### src/rtl/spi_host_pkg.sv
package spi_host_pkg;
    localparam int DW    = 32;
    localparam int HALFW = 10;
    localparam int EDGEW = 7;

    typedef enum logic [2:0] {
        A_MODE  = 3'd0,
        A_EVENT = 3'd1,
        A_MASK  = 3'd2,
        A_TX    = 3'd3,
        A_RX    = 3'd4,
        A_SEL   = 3'd5,
        A_CAPS  = 3'd6
    } reg_addr_e;

    // bit 13 down to bit 0
    typedef struct packed {
        logic       en;
        logic       loop;
        logic       msb_first;
        logic       cpol;
        logic       cpha;
        logic       slow;
        logic [3:0] pm;
        logic [3:0] lenf;
    } mode_t;

    localparam int MODEW = $bits(mode_t);

    typedef struct packed {
        logic tx_free;
        logic rx_full;
    } evt_t;

    function automatic logic [5:0] word_bits(input logic [3:0] lenf);
        return (lenf == 4'd0) ? 6'd32 : ({2'b00, lenf} + 6'd1);
    endfunction

    // system clocks per SCK half period
    function automatic logic [HALFW-1:0] half_cycles(input logic slow, input logic [3:0] pm);
        logic [HALFW-1:0] base;
        base = {{(HALFW-4){1'b0}}, pm} + 1'b1;
        return slow ? (base << 5) : (base << 1);
    endfunction

    function automatic logic [DW-1:0] place_rx(input logic [DW-1:0] r, input logic msb, input logic [5:0] bits);
        if (bits == 6'd32) return r;
        return msb ? (r << 16) : (r >> 16);
    endfunction
endpackage

### src/rtl/spi_host_clkgen.sv
module spi_host_clkgen #(
    parameter int W = spi_host_pkg::HALFW
) (
    input  logic         clk,
    input  logic         rst,
    input  logic         run,
    input  logic [W-1:0] half,
    output logic         tick
);
    logic [W-1:0] cnt;

    assign tick = run && (cnt == half - 1'b1);

    always_ff @(posedge clk) begin
        if (rst || !run)  cnt <= '0;
        else if (tick)    cnt <= '0;
        else              cnt <= cnt + 1'b1;
    end


    cnt_bound_chk: assert property (@(posedge clk) disable iff (rst)
        run |-> (cnt < half));
endmodule

### src/rtl/spi_host_engine.sv
module spi_host_engine
    import spi_host_pkg::*;
(
    input  logic          clk,
    input  logic          rst,
    input  logic          en,
    input  logic          start,
    input  logic [DW-1:0] word_in,
    input  mode_t         cfg,
    input  logic          miso,
    output logic          busy,
    output logic          done,
    output logic          sck,
    output logic          mosi,
    output logic [DW-1:0] rx_word
);
    mode_t            act;
    logic [DW-1:0]    tx_sr, rx_sr, rx_next;
    logic [EDGEW-1:0] edge_cnt;
    logic             phase, tick, leading, do_sample, do_shift, last, din;
    logic [5:0]       bits;
    logic [HALFW-1:0] half;

    assign bits = word_bits(act.lenf);
    assign half = half_cycles(act.slow, act.pm);

    spi_host_clkgen #(.W(HALFW)) u_clk (
        .clk  (clk),
        .rst  (rst),
        .run  (busy && en),
        .half (half),
        .tick (tick)
    );

    assign leading   = !edge_cnt[0];
    assign do_sample = act.cpha ? !leading : leading;
    assign do_shift  = act.cpha ? (leading && (edge_cnt != '0)) : !leading;
    assign last      = (edge_cnt == ({bits, 1'b0} - 7'd1));
    assign mosi      = act.msb_first ? tx_sr[DW-1] : tx_sr[0];
    assign din       = act.loop ? mosi : miso;
    assign sck       = busy ? (act.cpol ^ phase) : cfg.cpol;

    always_comb begin
        rx_next = rx_sr;
        if (do_sample)
            rx_next = act.msb_first ? {rx_sr[DW-2:0], din} : {din, rx_sr[DW-1:1]};
    end

    always_ff @(posedge clk) begin
        if (rst) begin
            act      <= '0;
            tx_sr    <= '0;
            rx_sr    <= '0;
            rx_word  <= '0;
            edge_cnt <= '0;
            phase    <= 1'b0;
            busy     <= 1'b0;
            done     <= 1'b0;
        end else begin
            done <= 1'b0;
            if (!en) begin
                busy  <= 1'b0;
                phase <= 1'b0;
            end else if (!busy) begin
                if (start) begin
                    act      <= cfg;
                    tx_sr    <= word_in;
                    rx_sr    <= '0;
                    edge_cnt <= '0;
                    phase    <= 1'b0;
                    busy     <= 1'b1;
                end
            end else if (tick) begin
                phase    <= ~phase;
                edge_cnt <= edge_cnt + 1'b1;
                rx_sr    <= rx_next;
                if (do_shift)
                    tx_sr <= act.msb_first ? (tx_sr << 1) : (tx_sr >> 1);
                if (last) begin
                    busy    <= 1'b0;
                    done    <= 1'b1;
                    phase   <= 1'b0;
                    rx_word <= place_rx(rx_next, act.msb_first, bits);
                end
            end
        end
    end


    done_idle_chk: assert property (@(posedge clk) disable iff (rst)
        done |-> !busy);

    off_stop_chk: assert property (@(posedge clk) disable iff (rst)
        !en |=> !busy);

    start_go_chk: assert property (@(posedge clk) disable iff (rst)
        (start && en && !busy) |=> busy);
endmodule

### src/rtl/spi_host_core.sv
module spi_host_core
    import spi_host_pkg::*;
#(
    parameter int NSEL = 4
) (
    input  logic            clk,
    input  logic            rst,
    input  logic [2:0]      reg_addr,
    input  logic            reg_we,
    input  logic            reg_re,
    input  logic [31:0]     reg_wdata,
    output logic [31:0]     reg_rdata,
    output logic            sck,
    output logic            mosi,
    input  logic            miso,
    output logic [NSEL-1:0] ss_n,
    output logic            irq
);
    localparam logic [4:0] MAXLEN_M1  = 5'(DW - 1);
    localparam logic [7:0] NSEL_W     = 8'(NSEL);
    localparam logic       SS_PRESENT = (NSEL > 0);

    mode_t         mode_q;
    evt_t          ev_q;
    logic [1:0]    ev_bits, mask_q;
    logic [DW-1:0] tx_hold, rx_word;
    logic [NSEL-1:0] sel_q;
    logic          wr_mode, wr_ev, wr_mask, wr_tx, wr_sel, rd_rx;
    logic          tx_accept, start, busy, eng_done;

    assign wr_mode   = reg_we && (reg_addr == A_MODE);
    assign wr_ev     = reg_we && (reg_addr == A_EVENT);
    assign wr_mask   = reg_we && (reg_addr == A_MASK);
    assign wr_tx     = reg_we && (reg_addr == A_TX);
    assign wr_sel    = reg_we && (reg_addr == A_SEL);
    assign rd_rx     = reg_re && (reg_addr == A_RX);
    assign tx_accept = wr_tx && mode_q.en && ev_q.tx_free;
    assign start     = mode_q.en && !ev_q.tx_free && !busy;
    assign ev_bits   = ev_q;
    assign irq       = |(ev_bits & mask_q);
    assign ss_n      = sel_q;

    spi_host_engine u_eng (
        .clk     (clk),
        .rst     (rst),
        .en      (mode_q.en),
        .start   (start),
        .word_in (tx_hold),
        .cfg     (mode_q),
        .miso    (miso),
        .busy    (busy),
        .done    (eng_done),
        .sck     (sck),
        .mosi    (mosi),
        .rx_word (rx_word)
    );

    always_ff @(posedge clk) begin
        if (rst) begin
            mode_q  <= '0;
            mask_q  <= '0;
            tx_hold <= '0;
            sel_q   <= '1;
            ev_q    <= '{tx_free: 1'b1, rx_full: 1'b0};
        end else begin
            if (wr_mode) mode_q <= mode_t'(reg_wdata[MODEW-1:0]);
            if (wr_mask) mask_q <= reg_wdata[1:0];
            if (wr_sel)  sel_q  <= reg_wdata[NSEL-1:0];
            if (tx_accept) begin
                tx_hold       <= reg_wdata;
                ev_q.tx_free  <= 1'b0;
            end else if (start) begin
                ev_q.tx_free  <= 1'b1;
            end
            if (eng_done)
                ev_q.rx_full <= 1'b1;
            else if (rd_rx || (wr_ev && reg_wdata[0]))
                ev_q.rx_full <= 1'b0;
        end
    end

    always_comb begin
        case (reg_addr)
            A_MODE:  reg_rdata = {{(32-MODEW){1'b0}}, mode_q};
            A_EVENT: reg_rdata = {30'b0, ev_bits};
            A_MASK:  reg_rdata = {30'b0, mask_q};
            A_RX:    reg_rdata = rx_word;
            A_SEL:   reg_rdata = {{(32-NSEL){1'b0}}, sel_q};
            A_CAPS:  reg_rdata = {8'b0, NSEL_W, 7'b0, SS_PRESENT, 3'b0, MAXLEN_M1};
            default: reg_rdata = '0;
        endcase
    end


    hold_take_chk: assert property (@(posedge clk) disable iff (rst)
        tx_accept |=> !ev_q.tx_free);

    ne_src_chk: assert property (@(posedge clk) disable iff (rst)
        $rose(ev_q.rx_full) |-> $past(eng_done));

    ne_clear_chk: assert property (@(posedge clk) disable iff (rst)
        (rd_rx && !eng_done) |=> !ev_q.rx_full);

    irq_quiet_chk: assert property (@(posedge clk) disable iff (rst)
        (mask_q == 2'b00) |-> !irq);

    sel_follow_chk: assert property (@(posedge clk) disable iff (rst)
        wr_sel |=> (ss_n == $past(reg_wdata[NSEL-1:0])));
endmodule

### config.mk
export PLATFORM = sky130hd
export DESIGN_NAME = spi_host_core
export DESIGN_NICKNAME = d
export VERILOG_FILES = /design/src/rtl/spi_host_pkg.sv /design/src/rtl/spi_host_clkgen.sv /design/src/rtl/spi_host_engine.sv /design/src/rtl/spi_host_core.sv
export SDC_FILE = /design/constraint.sdc
export NUM_CORES = 1
export LEC_CHECK = 0
export BUFFER_PORTS_ARGS = -buffer_cell sky130_fd_sc_hd__buf_2
export CAP_MARGIN = 5
export CORE_MARGIN = 2
export CORE_UTILIZATION = 30
export DETAILED_ROUTE_END_ITERATION = 10
export PLACE_DENSITY = 0.58
export RECOVER_POWER = 100
export SLEW_MARGIN = 40
export SYNTH_ARGS = -nofsm -noshare
export SYNTH_HDL_FRONTEND = slang
export SYNTH_SLANG_ARGS = --single-unit
### constraint.sdc
create_clock -name clk -period 6.4 [get_ports clk]
set_input_delay 0.96 -clock clk [delete_from_list [all_inputs] [get_ports clk]]
set_output_delay 0.96 -clock clk [all_outputs]
set_load 0.005 [all_outputs]
=== Word-level counts from Yosys, hierarchy flattened ===
Cells that the tools add are included.

* Add/sub/neg operators: 6
* Equality and inequality tests: 11
* Multiplexer cells: 43
* Bitwise logic cells: 6
* Reduce and logical (&&, ||, !) cells: 35

{| class="wikitable"
|+ Operators with widths
! cell !! number
|-
| 32-bit 2-to-1 mux || 13
|-
| 32-bit case mux with 6 select lines || 1
|-
| 1-bit 2-to-1 mux || 24
|-
| 7-bit 2-to-1 mux || 3
|-
| 1-bit logical AND || 14
|-
| 10-bit by 1-bit adder with 10-bit output (second input constant) || 1
|-
| 4-bit by 1-bit adder with 5-bit output (second input constant) || 2
|-
| 10-bit == test || 1
|-
| 10-bit 2-to-1 mux || 1
|-
| 10-bit by 1-bit subtractor with 10-bit output (second input constant) || 1
|-
| 3-bit == test (second input constant) || 3
|-
| 4-bit AND reduction || 2
|-
| 7-bit by 1-bit adder with 7-bit output (second input constant) || 1
|-
| 7-bit == test || 1
|-
| 7-bit nonzero test || 1
|-
| 7-bit by 1-bit subtractor with 7-bit output (second input constant) || 1
|-
| 3-bit by 2-bit == test with 1-bit output (second input constant) || 2
|-
| 6-bit == test (second input constant) || 1
|-
| 6-bit 2-to-1 mux || 1
|-
| 3-bit AND reduction || 2
|-
| 2-bit nonzero test || 3
|-
| 2-bit OR reduction || 3
|-
| 1-bit logical NOT || 4
|-
| 4-bit logical NOT || 1
|-
| 9 further kinds || 14
|}

* Register bits: 183
* Output and inout bits: 39
* Word-level logic and storage cells: 129

=== Longest topological paths before layout ===
Gate-level depths: netlist (run 1).

* Word-level depth: 10
* Depth in mapped cells: 14

=== Cells and area by module ===
From an unflattened synthesis (run 1), not the netlist that was laid out.

* Cell total of the unflattened synthesis: 1234
* Area, all modules: 10136.0 um2

{| class="wikitable"
|+ By module, submodules not included
! module !! instances !! cells each !! area an instance (um2) !! sequential area each (um2)
|-
| spi_host_engine || 1 || 817 || 6581.3 || 2382.3
|-
| spi_host_core || 1 || 313 || 2708.8 || 1081.0
|-
| spi_host_clkgen || 1 || 104 || 845.8 || 200.2
|}

=== Least setup slack after synthesis (run 1) ===
OpenSTA, ideal clock, no wires.

* Path type: flip-flop to flip-flop
* Start: register u_eng.act[8] (netlist bit)
* End: register u_eng.rx_sr[12]
* Setup time: 132 ps
* Arrival: 2908 ps
* Data required time: 6268 ps
* Setup slack: 3359 ps
* Cell stages (with the launch flop): 14
* Buffers on the path: 4
* Cell sequence: dfxtp_1 > clkbuf_1 > nand2b_1 > ha_1 > xnor2_1 > a311o_1 > a21oi_1 > o2111ai_1 > or4_1 > buf_2 > clkbuf_1 > clkbuf_1 > o211ai_1 > a21oi_1

* Longest elaborated chain between the ends: 6

{| class="wikitable"
|+ Ends and longest elaborated chain
! what !! RTL line !! source
|-
| start: declaration || spi_host_engine.sv:17 || <nowiki>mode_t act;</nowiki>
|-
| start signal: assignment || spi_host_engine.sv:66 || <nowiki>act <= cfg;</nowiki>
|-
| 10-bit 2-to-1 mux || spi_host_pkg.sv:43 || <nowiki>return slow ? (base << 5) : (base << 1);</nowiki>
|-
| 10-bit by 1-bit subtractor with 10-bit output || spi_host_clkgen.sv:12 || <nowiki>assign tick = run && (cnt == half - 1'b1);</nowiki>
|-
| 10-bit == test || spi_host_clkgen.sv:12 ||
|-
| 1-bit logical AND || spi_host_clkgen.sv:12 ||
|-
| 2-bit != test (no line) || - ||
|-
| 3-bit AND reduction (no line) || - ||
|-
| end signal: assignment || spi_host_engine.sv:76 || <nowiki>rx_sr <= rx_next;</nowiki>
|-
| end: declaration || spi_host_engine.sv:18 || <nowiki>logic [DW-1:0] tx_sr, rx_sr, rx_next;</nowiki>
|}

No other way between the ends.
A chain may end at the register's enable or synchronous reset.

=== Worst setup path after layout (run 1) ===
* Start: register u_eng.busy
* End: register u_eng.tx_sr[0]

* Longest elaborated chain between the ends: 4

{| class="wikitable"
|+ Ends and longest elaborated chain
! what !! RTL line !! source
|-
| start: declaration || spi_host_engine.sv:11 || <nowiki>output logic busy,</nowiki>
|-
| start signal: assignment || spi_host_engine.sv:57 || <nowiki>busy <= 1'b0;</nowiki>
|-
| start signal: assignment || spi_host_engine.sv:62 || <nowiki>busy <= 1'b0;</nowiki>
|-
| start signal: assignment || spi_host_engine.sv:71 || <nowiki>busy <= 1'b1;</nowiki>
|-
| 1-bit logical AND or 1-bit logical NOT (tied branches) || - ||
|-
| 1-bit logical AND (on tied branches) || spi_host_clkgen.sv:12, spi_host_core.sv:38 ||
|-
| 2-bit != test (no line) or 2-bit nonzero test (tied branches) || - ||
|-
| 4-bit AND reduction (no line) || - ||
|-
| end signal: assignment || spi_host_engine.sv:67 || <nowiki>tx_sr <= word_in;</nowiki>
|-
| end signal: assignment || spi_host_engine.sv:78 || <nowiki>tx_sr <= act.msb_first ? (tx_sr << 1) : (tx_sr >> 1);</nowiki>
|-
| end: declaration || spi_host_engine.sv:18 ||
|}

Several ways; a longest one is shown, not always the timed one.

==> results.sh, run 1 <==
export IMPL_status="finished with violations"
export IMPL_violations="max-capacitance violations, max-slew violations"
export IMPL_min_period_ps=5050
export IMPL_crit_arrival_ps=5390
export IMPL_start_util=0.303
export IMPL_min_delay_start="u_eng.done$_SDFF_PP0_"
export IMPL_tritoncts="yes"
export IMPL_wl_um=28100
export IMPL_reg2reg_depth=8
export IMPL_dieWidth_um=184
export IMPL_cpPeakStageDelay_ps=1880
export IMPL_synthToLayoutAreaGrowth_pct=12.6
export IMPL_whs_endpoint="ev_bits[0]$_SDFFE_PP0P_"
export IMPL_p_leak_nw=3.63
export IMPL_irDropWorstVdd_v=0.000200
export IMPL_min_period_over_period=0.788
export IMPL_die_height_um=184
export IMPL_post_synth_num_cell_types=56
export IMPL_crit_fanout=69
export IMPL_final_nets=1251
export IMPL_hold_ws_ps=440
export IMPL_crit_top_cell="buf_4"
export IMPL_rsz0062_at_grt="false"
export IMPL_synthFlopType="dfxtp_1"
export IMPL_tightest_slew_ps=2630
export IMPL_wl_per_cell_um=16.9
export IMPL_antenna_found_initial=0
export IMPL_finalSetupTns_ps=0
export IMPL_cts_buffers_inserted=17
export IMPL_syn_area_mm2=0.00977
export IMPL_synth_cells=1203
export IMPL_hpwl_um=18000
export IMPL_postCtsSetupBuffers=0
export IMPL_slew_limit_headroom=-0.753
export IMPL_rr_startpoint="u_eng.busy$_SDFF_PP0_"
export IMPL_mostFrequentLayoutCells="nand2_1 (204), dfxtp_1 (182), a21oi_1 (136)"
export IMPL_dieArea_mm2=0.0340
export IMPL_hold_viol_final=0
export IMPL_path_clk_slew_ps=90
export IMPL_synth_sequential_area_ratio=0.375
export IMPL_met3_usage=0.0281
export IMPL_clock_sinks=183
export IMPL_fin_skew_ps=14.4
export IMPL_drtIter0Drc=527
export IMPL_io_pins=79
export IMPL_clk_latency_ps=460
export IMPL_drc=0
export IMPL_gr_usage_met1=0.233
export IMPL_antenna_cells=0
export IMPL_synth_net_count=1252
export IMPL_grt_usage=0.167
export IMPL_cts_resized=0
export IMPL_async_flop_share=0
export IMPL_holdBufCountCts=0
export IMPL_core_area_mm2=0.0323
export IMPL_yosys_warnings=0
export IMPL_gp_congestion=0.878
export IMPL_final_common_cell="nand2_1"
export IMPL_grt_max_degree=72
export IMPL_grt_util_met2=0.254
export IMPL_avgSynthCellArea_um2=8.12
export IMPL_crit_type="flop to flop"
export IMPL_reg2reg_to="u_eng.tx_sr[0]$_SDFFE_PP0P_"
export IMPL_overflow=0
export IMPL_instances_no_fill=1657
export IMPL_finalSetupViolations=0
export IMPL_cpMaxStageDelayCell="clkbuf_1"
export IMPL_firstDrtPassIters=5
export IMPL_placed_cells=1625
export IMPL_cp_required_ps=6750
export IMPL_drive_gt1_frac=0.0963
export IMPL_via_per_inst=5.31
export IMPL_maxCapViolCount=3
export IMPL_row_count=66
export IMPL_hold_depth=2
export IMPL_synth_edf_count=0
export IMPL_p_per_area_mw_per_mm2=209
export IMPL_hold_class="flop to flop"
export IMPL_design_area_mm2=0.0110
export IMPL_grt_pass1_vias=7931
export IMPL_num_vias=8795
export IMPL_grt_pass1_wl_um=44800
export IMPL_fmax_mhz=198
export IMPL_start_kind="flop"
export IMPL_drtAntennaViolNets=0
export IMPL_place_area_mm2=0.0105
export IMPL_port_buffers=78
export IMPL_path_cells="buf_4 -> inv_2 -> nand3_1 -> clkbuf_1 -> nand3b_1 -> o221ai_4 -> buf_4 -> mux2_2"
export IMPL_slew_viol_final=157
export IMPL_cp_end_kind="flop"
export IMPL_htree_levels=4
export IMPL_synth_seq_cells=183
export IMPL_cts_max_path_buffers=2
export IMPL_rrSetupSlack_ps=1350
export IMPL_cts_root_buf="clkbuf_16"
export IMPL_grt_busiest_layer="met2"
flip-flops by register name, summed over array words and instances, names as in the netlist, 2 cells and up:
name	cells
mode_q	14
u_eng.tx_sr	32
u_eng.act	13
mask_q	2
ss_n	4
tx_hold	32
u_eng.u_clk.cnt	10
ev_bits	2
u_eng.rx_sr	32
u_eng.rx_word	32
u_eng.edge_cnt	7
cell usage after synthesis (all sizes together) (4+ instances only):
cell / count / area share
a211oi: 33 / 0.025
a21oi: 136 / 0.070
a22oi: 4 / 0.0031
a31oi: 34 / 0.022
and2: 20 / 0.013
and3: 8 / 0.0051
buf: 23 / 0.013
clkbuf: 90 / 0.035
dfxtp: 183 / 0.37
ha: 9 / 0.012
inv: 13 / 0.0050
mux2: 4 / 0.0046
mux2i: 114 / 0.12
nand2: 204 / 0.078
nand2b: 8 / 0.0051
nand3: 17 / 0.0087
nand3b: 4 / 0.0031
nand4: 4 / 0.0026
nor2: 73 / 0.028
nor2b: 10 / 0.0064
nor3: 6 / 0.0031
o211ai: 63 / 0.048
o21a: 4 / 0.0031
o21ai: 11 / 0.0056
o22a: 32 / 0.029
o22ai: 5 / 0.0032
or3: 4 / 0.0026
or4: 33 / 0.025
xnor2: 16 / 0.014
xor2: 13 / 0.013
power by group:
group          leakage [nW]  switching, mW  total, mW  internal [mW]
clock network         0.294          0.554       1.08          0.531
registers              1.47        0.00351       1.14           1.14
logic                  1.86         0.0493     0.0712         0.0219
total                  3.63          0.606       2.30           1.69
critical path, delay by kind of cell, from the launching register on:
kind	cells	cell delay [ps]
compound gates	1	180
mux	1	390
flops	1	320
buf+inv	4	3370
simple gates	2	590
cell families after synthesis:
family | after synthesis | share of synthesized area
compound gates | 337 | 0.222
flops | 183 | 0.375
mux | 118 | 0.121
buf+inv | 126 | 0.0522
simple gates | 401 | 0.190
xor+xnor | 29 | 0.0275
fa+ha+maj | 9 | 0.0115
metal layers:
metal / vias to the layer above / wire (µm)
met5: - / 0
met4: 0 / 709
met3: 32 / 1290
met2: 239 / 12600
met1: 4200 / 13400
li1: 4324 / -
stage by stage:
stage	utilization	setup WS [ps]	total power, mW
after global routing	0.341	1080	2.38
after CTS	0.343	2400	2.32
after detailed placement	0.324	2420	1.24
after global placement	0.324	2440	1.24
after floorplan	-	3360	1.21
final	0.341	1350	2.30
final cells by class:
cell class,instances,area [µm²]
clock buffers,17,425
fillers,3440,21300
inverters,13,51.3
clock inverters,15,174
well taps,442,553
repair buffers,93,460
flip-flops and latches,183,3660
multi-input cells,894,5680
worst max-delay path by stage:
stage / start / endpoint / depth (start not counted)
5_1_grt: u_eng.busy$_SDFF_PP0_ / u_eng.tx_sr[0]$_SDFFE_PP0P_ / 8
4_1_cts: u_eng.act[4]$_SDFFE_PP0P_ / u_eng.tx_sr[0]$_SDFFE_PP0P_ / 12
3_5_place_dp: u_eng.act[4]$_SDFFE_PP0P_ / u_eng.tx_sr[0]$_SDFFE_PP0P_ / 12
6_report: u_eng.busy$_SDFF_PP0_ / u_eng.tx_sr[0]$_SDFFE_PP0P_ / 8
3_3_place_gp: u_eng.act[4]$_SDFFE_PP0P_ / u_eng.tx_sr[0]$_SDFFE_PP0P_ / 12
2_1_floorplan: u_eng.act[8]$_SDFFE_PP0P_ / u_eng.rx_sr[12]$_SDFFE_PP0P_ / 13
(Power assumes the default switching activity.)
==> run 2: changes to the inputs <==
Clock period 6.4 ns to 4.66 ns, I/O delays scaled along.
==> run 2 against run 1 <==
The flow now finishes without violations. Sequential share of layout area decreased by 0.22 points. Clock skew about the same. Register-to-register slack got worse by 660 ps. Final cell count increased by 0.66%. Critical path type unchanged. Largest cell class unchanged. Highest routed layer unchanged.
==> results.sh, run 2 (same netlist as run 1, synthesis figures left out) <==
export IMPL_p_leak_nw=3.68
export IMPL_cts_resized=0
export IMPL_num_vias=8822
export IMPL_clkPwrFrac=0.470
export IMPL_postCtsSetupBuffers=0
export IMPL_dieArea_mm2=0.0340
export IMPL_cts_max_path_buffers=2
export IMPL_grt_max_degree=78
export IMPL_crit_arrival_ps=4340
export IMPL_cpMaxStageDelayCell="or4_2"
export IMPL_reg2reg_to="u_eng.rx_sr[23]$_SDFFE_PP0P_"
export IMPL_fin_skew_ps=14.6
export IMPL_antenna_found_initial=0
export IMPL_clk_latency_ps=450
export IMPL_min_period_over_period=0.851
export IMPL_final_nets=1262
export IMPL_cp_required_ps=5040
export IMPL_finalSetupViolations=0
export IMPL_slew_limit_headroom=0.0135
export IMPL_status="completed"
export IMPL_hold_viol_final=0
export IMPL_fmax_mhz=252
export IMPL_crit_type="flop to flop"
export IMPL_cpPeakStageDelay_ps=1190
export IMPL_wl_per_cell_um=17.0
export IMPL_final_common_cell="nand2_1"
export IMPL_crit_fanout=64
export IMPL_start_kind="flop"
export IMPL_drc=0
export IMPL_io_pins=79
export IMPL_htree_levels=4
export IMPL_drtIter0Drc=635
export IMPL_via_per_inst=5.29
export IMPL_whs_endpoint="ev_bits[0]$_SDFFE_PP0P_"
export IMPL_die_height_um=184
export IMPL_maxCapViolCount=0
export IMPL_path_depth=10
export IMPL_wl_um=28300
export IMPL_tightest_slew_ps=1480
export IMPL_switchingPower_mw=0.827
export IMPL_seqCellArea_mm2=0.00366
export IMPL_clock_sinks=183
export IMPL_swShare=0.262
export IMPL_mostFrequentLayoutCells="nand2_1 (204), dfxtp_1 (182), a21oi_1 (136)"
export IMPL_grt_usage=0.169
export IMPL_cts_root_buf="clkbuf_16"
export IMPL_grt_pass1_wl_um=45400
export IMPL_cts_buffers_inserted=17
export IMPL_tritoncts="yes"
export IMPL_multi_input_area_mm2=0.00566
export IMPL_gp_congestion=0.876
export IMPL_overflow=0
export IMPL_holdBufCountCts=0
export IMPL_start_util=0.303
export IMPL_drive_gt1_frac=0.102
export IMPL_hold_depth=2
export IMPL_slew_viol_final=0
export IMPL_p_int_mw=2.33
export IMPL_place_area_mm2=0.0106
export IMPL_cp_end_kind="flop"
export IMPL_hpwl_um=18300
export IMPL_grt_pass1_vias=8315
export IMPL_irDropWorstVdd_v=0.000210
export IMPL_p_per_area_mw_per_mm2=285
export IMPL_port_buffers=78
export IMPL_hold_class="flop to flop"
export IMPL_drtAntennaViolNets=0
export IMPL_dieWidth_um=184
export IMPL_finalSetupTns_ps=0
export IMPL_worst_path_buf_inv=0
export IMPL_reg2reg_depth=10
export IMPL_antenna_cells=0
export IMPL_path_cells="ha_1 -> nand2b_1 -> ha_1 -> xnor2_1 -> a311o_1 -> a21oi_1 -> o2111ai_1 -> or4_2 -> or4_1 -> a21oi_1"
export IMPL_row_count=66
export IMPL_rrSetupSlack_ps=690
export IMPL_pwr_share_seq=0.498
export IMPL_min_delay_start="u_eng.done$_SDFF_PP0_"
export IMPL_firstDrtPassIters=5
export IMPL_design_area_mm2=0.0111
export IMPL_core_area_mm2=0.0323
export IMPL_cp_top_family="simple AND/OR/NAND/NOR gates"
export IMPL_rsz0062_at_grt="false"
export IMPL_synthToLayoutAreaGrowth_pct=13.4
export IMPL_nFillCells=3371
export IMPL_path_clk_slew_ps=80
export IMPL_rr_startpoint="u_eng.act[4]$_SDFFE_PP0P_"
export IMPL_combPwrFrac=0.032
export IMPL_min_period_ps=3970
==> run 2: changes by cell type in the layout (fill, tap and decap cells not counted), moves of 2 or more <==
cell | previous run | this run
and2_0 | 16 | 11
and2_1 | 4 | 9
buf_4 | 12 | 15
clkbuf_1 | 28 | 30
clkbuf_2 | 0 | 5
clkinv_4 | 1 | 3
inv_6 | 5 | 3
==> run 2: worst max-delay path by stage <==
stage                                    from                           end
finish              u_eng.act[4]$_SDFFE_PP0P_  u_eng.rx_sr[23]$_SDFFE_PP0P_
global route        u_eng.act[4]$_SDFFE_PP0P_  u_eng.rx_sr[23]$_SDFFE_PP0P_
CTS                 u_eng.act[4]$_SDFFE_PP0P_  u_eng.tx_sr[19]$_SDFFE_PP0P_
detailed placement  u_eng.act[4]$_SDFFE_PP0P_  u_eng.tx_sr[19]$_SDFFE_PP0P_
global placement    u_eng.act[4]$_SDFFE_PP0P_   u_eng.rx_sr[6]$_SDFFE_PP0P_
floorplan           u_eng.act[8]$_SDFFE_PP0P_  u_eng.rx_sr[12]$_SDFFE_PP0P_
==> run 2: cell type report <==
type / count / area share
clock buffers: 17 / 0.0384
clock inverters: 15 / 0.0162
inverters: 13 / 0.00441
multi-input cells: 894 / 0.511
flip-flops and latches: 183 / 0.331
well taps: 442 / 0.0499
repair buffers: 104 / 0.0492
==> run 2: metrics by stage <==
step | utilization | power [mW] | hold slack (ps) | std cells | worst slack [ps]
after floorplan | - | 1.66 | 413 | 1203 | 1620
after global placement | 0.327 | 1.71 | 425 | 1635 | 829
after detailed placement | 0.327 | 1.71 | 429 | 1636 | 1160
after CTS | 0.346 | 3.19 | 448 | 1668 | 1110
after global routing | 0.343 | 3.27 | 472 | 1668 | 464
final | 0.343 | 3.15 | 443 | 1668 | 693
==> run 2: worst register-to-register path: stages (launching register included) <==
cell       delay [ps]
dfxtp_1           520
ha_1              340
nand2b_1           90
ha_1              230
xnor2_1           130
a311o_1           270
a21oi_1           110
o2111ai_1         200
or4_2            1190
or4_1             690
a21oi_1           140
==> run 2: power groups by stage <==
| stage | sequential, mW | clock (mW) | combinational (mW) |
|---|---|---|---|
| after global placement | 1.61 | 0 | 0.103 |
| after detailed placement | 1.61 | 0 | 0.103 |
| after floorplan | 1.61 | 0 | 0.0568 |
| final | 1.57 | 1.48 | 0.102 |
| after CTS | 1.57 | 1.52 | 0.103 |
| after global routing | 1.57 | 1.59 | 0.111 |
==> run 2: layer usage <==
metal / GRT usage / vias up / part of all wire
met5: 0 / - / 0
li1: - / 4332 / -
met2: 0.270 / 214 / 0.46
met3: 0.0263 / 29 / 0.042
met4: 0.0630 / 0 / 0.023
met1: 0.230 / 4247 / 0.47
==> run 3: changes to the inputs <==
Settings changed: CORE_ASPECT_RATIO from default to 1.4.
==> run 3 against run 2 <==
The flow now finishes with violations (max-capacitance violations, max-slew violations). Sequential cell count did not move. First-iteration DRC count increased by 7.2%. Die area about the same. Fmax rose by 1.7%. Worst setup slack improved by 67 ps. Non-clock buffer count shrank 2. Sequential power hardly changed. Critical path type unchanged.
==> results.sh, run 3 (same netlist as run 1, synthesis figures left out) <==
export IMPL_status="finished with violations"
export IMPL_violations="max-capacitance violations, max-slew violations"
export IMPL_min_period_over_period=0.837
export IMPL_finalSetupViolations=0
export IMPL_postCtsSetupBuffers=0
export IMPL_dieWidth_um=157
export IMPL_placed_cells=1592
export IMPL_grt_pass1_vias=8222
export IMPL_clk_latency_ps=440
export IMPL_cts_buffers_inserted=17
export IMPL_instances_no_fill=1623
export IMPL_swShare=0.228
export IMPL_rr_startpoint="u_eng.act[4]$_SDFFE_PP0P_"
export IMPL_p_int_mw=2.48
export IMPL_fin_ws_ps=760
export IMPL_hold_viol_final=0
export IMPL_clkPwrFrac=0.478
export IMPL_rsz0062_at_grt="false"
export IMPL_drtIter0Drc=681
export IMPL_holdBufCountCts=0
export IMPL_fin_skew_ps=15.4
export IMPL_wl_per_cell_um=17.6
export IMPL_final_common_cell="nand2_1"
export IMPL_die_height_um=218
export IMPL_slew_viol_final=71
export IMPL_htree_levels=4
export IMPL_mostFrequentLayoutCells="nand2_1 (204), dfxtp_1 (183), a21oi_1 (136)"
export IMPL_fmax_mhz=256
export IMPL_switchingPower_mw=0.733
export IMPL_p_per_area_mw_per_mm2=291
export IMPL_cts_max_path_buffers=2
export IMPL_path_clk_slew_ps=70
export IMPL_gp_congestion=0.851
export IMPL_cp_required_ps=4950
export IMPL_tightest_slew_ps=2190
export IMPL_slew_limit_headroom=-0.465
export IMPL_hpwl_um=18900
export IMPL_cp_startpoint="u_eng.act[4]$_SDFFE_PP0P_"
export IMPL_drc=0
export IMPL_antenna_found_initial=0
export IMPL_io_pins=79
export IMPL_firstDrtPassIters=5
export IMPL_start_kind="flop"
export IMPL_cp_end_kind="flop"
export IMPL_maxCapViolCount=2
export IMPL_combPwrFrac=0.033
export IMPL_place_ws_ps=992
export IMPL_final_nets=1260
export IMPL_core_area_mm2=0.0322
export IMPL_start_util=0.303
export IMPL_grt_pass1_wl_um=45000
export IMPL_tritoncts="yes"
export IMPL_min_delay_start="u_eng.done$_SDFF_PP0_"
export IMPL_antenna_cells=0
export IMPL_cts_resized=0
export IMPL_overflow=0
export IMPL_grt_max_degree=71
export IMPL_num_vias=8775
export IMPL_dieArea_mm2=0.0340
export IMPL_row_count=78
export IMPL_cts_root_buf="clkbuf_16"
export IMPL_crit_fanout=25
export IMPL_crit_arrival_ps=4190
export IMPL_port_buffers=78
export IMPL_p_leak_nw=3.71
export IMPL_wl_um=28500
export IMPL_via_per_inst=5.41
export IMPL_crit_type="flop to flop"
export IMPL_clock_sinks=183
export IMPL_finalSetupTns_ps=0
export IMPL_drtAntennaViolNets=0
export IMPL_hold_class="flop to flop"
export IMPL_min_period_ps=3900
export IMPL_pwr_share_seq=0.489
export IMPL_synthToLayoutAreaGrowth_pct=13.1
export IMPL_grt_usage=0.165
export IMPL_irDropWorstVdd_v=0.000181
export IMPL_drive_gt1_frac=0.105
## run 3: cell count changes in the layout (fill, tap and decap cells not counted), sizes merged
cell	change
clkbuf	-3
inv	-2
buf	+4
clkinv	-6
bufinv	+3
clkinvlp	+1
## run 3: layout make-up
cell class / count / area [µm²]
clock buffers: 20 / 457
clock inverters: 11 / 160
fillers: 3384 / 21200
inverters: 13 / 48.8
multi-input cells: 894 / 5650
flip-flops and latches: 183 / 3660
well taps: 400 / 500
repair buffers: 102 / 573
## run 3: power groups by stage
| stage | Clock [mW] | Sequential [mW] | Combinational (mW) |
|---|---|---|---|
| 2_1_floorplan | 0 | 1.61 | 0.0568 |
| 3_3_place_gp | 0 | 1.61 | 0.106 |
| 3_5_place_dp | 0 | 1.61 | 0.106 |
| 4_1_cts | 1.57 | 1.57 | 0.107 |
| 5_1_grt | 1.63 | 1.57 | 0.114 |
| 6_report | 1.54 | 1.57 | 0.106 |
## run 3: critical path, stage by stage (launching register included)
cell and delay [ps]:
dfxtp_1 520, ha_1 330, nand2b_1 100, ha_1 240, xnor2_1 130, a311o_1 270
a21oi_1 120, o2111ai_1 160, nor4_1 690, buf_4 380, and3_1 480, buf_12 230
a211oi_1 100
## run 3: worst paths after layout
kind,cells past startpoint,end,slack [ps]
worst max-delay path,12,u_eng.rx_word[29]$_SDFFE_PP0P_,760
worst min-delay path,2,ev_bits[0]$_SDFFE_PP0P_,450
worst max register to register,12,u_eng.rx_word[29]$_SDFFE_PP0P_,760
worst min register to register,2,ev_bits[0]$_SDFFE_PP0P_,450
## run 3: per-layer routing
metal | routed length (µm) | up-vias | share of wire | track usage
li1 | - | 4337 | - | -
met1 | 12800 | 4208 | 0.45 | 0.211
met2 | 14100 | 205 | 0.50 | 0.284
met3 | 1130 | 25 | 0.040 | 0.0296
met4 | 427 | 0 | 0.015 | 0.0483
met5 | 0 | - | 0 | 0
## run 3: per-stage QoR
step	utilization	total power [mW]	area, µm²	hold slack (ps)
6_report	0.343	3.21	11100	452
2_1_floorplan	-	1.66	9770	413
3_3_place_gp	0.326	1.71	10500	432
5_1_grt	0.343	3.32	11100	470
3_5_place_dp	0.327	1.71	10500	438
4_1_cts	0.346	3.25	11100	457
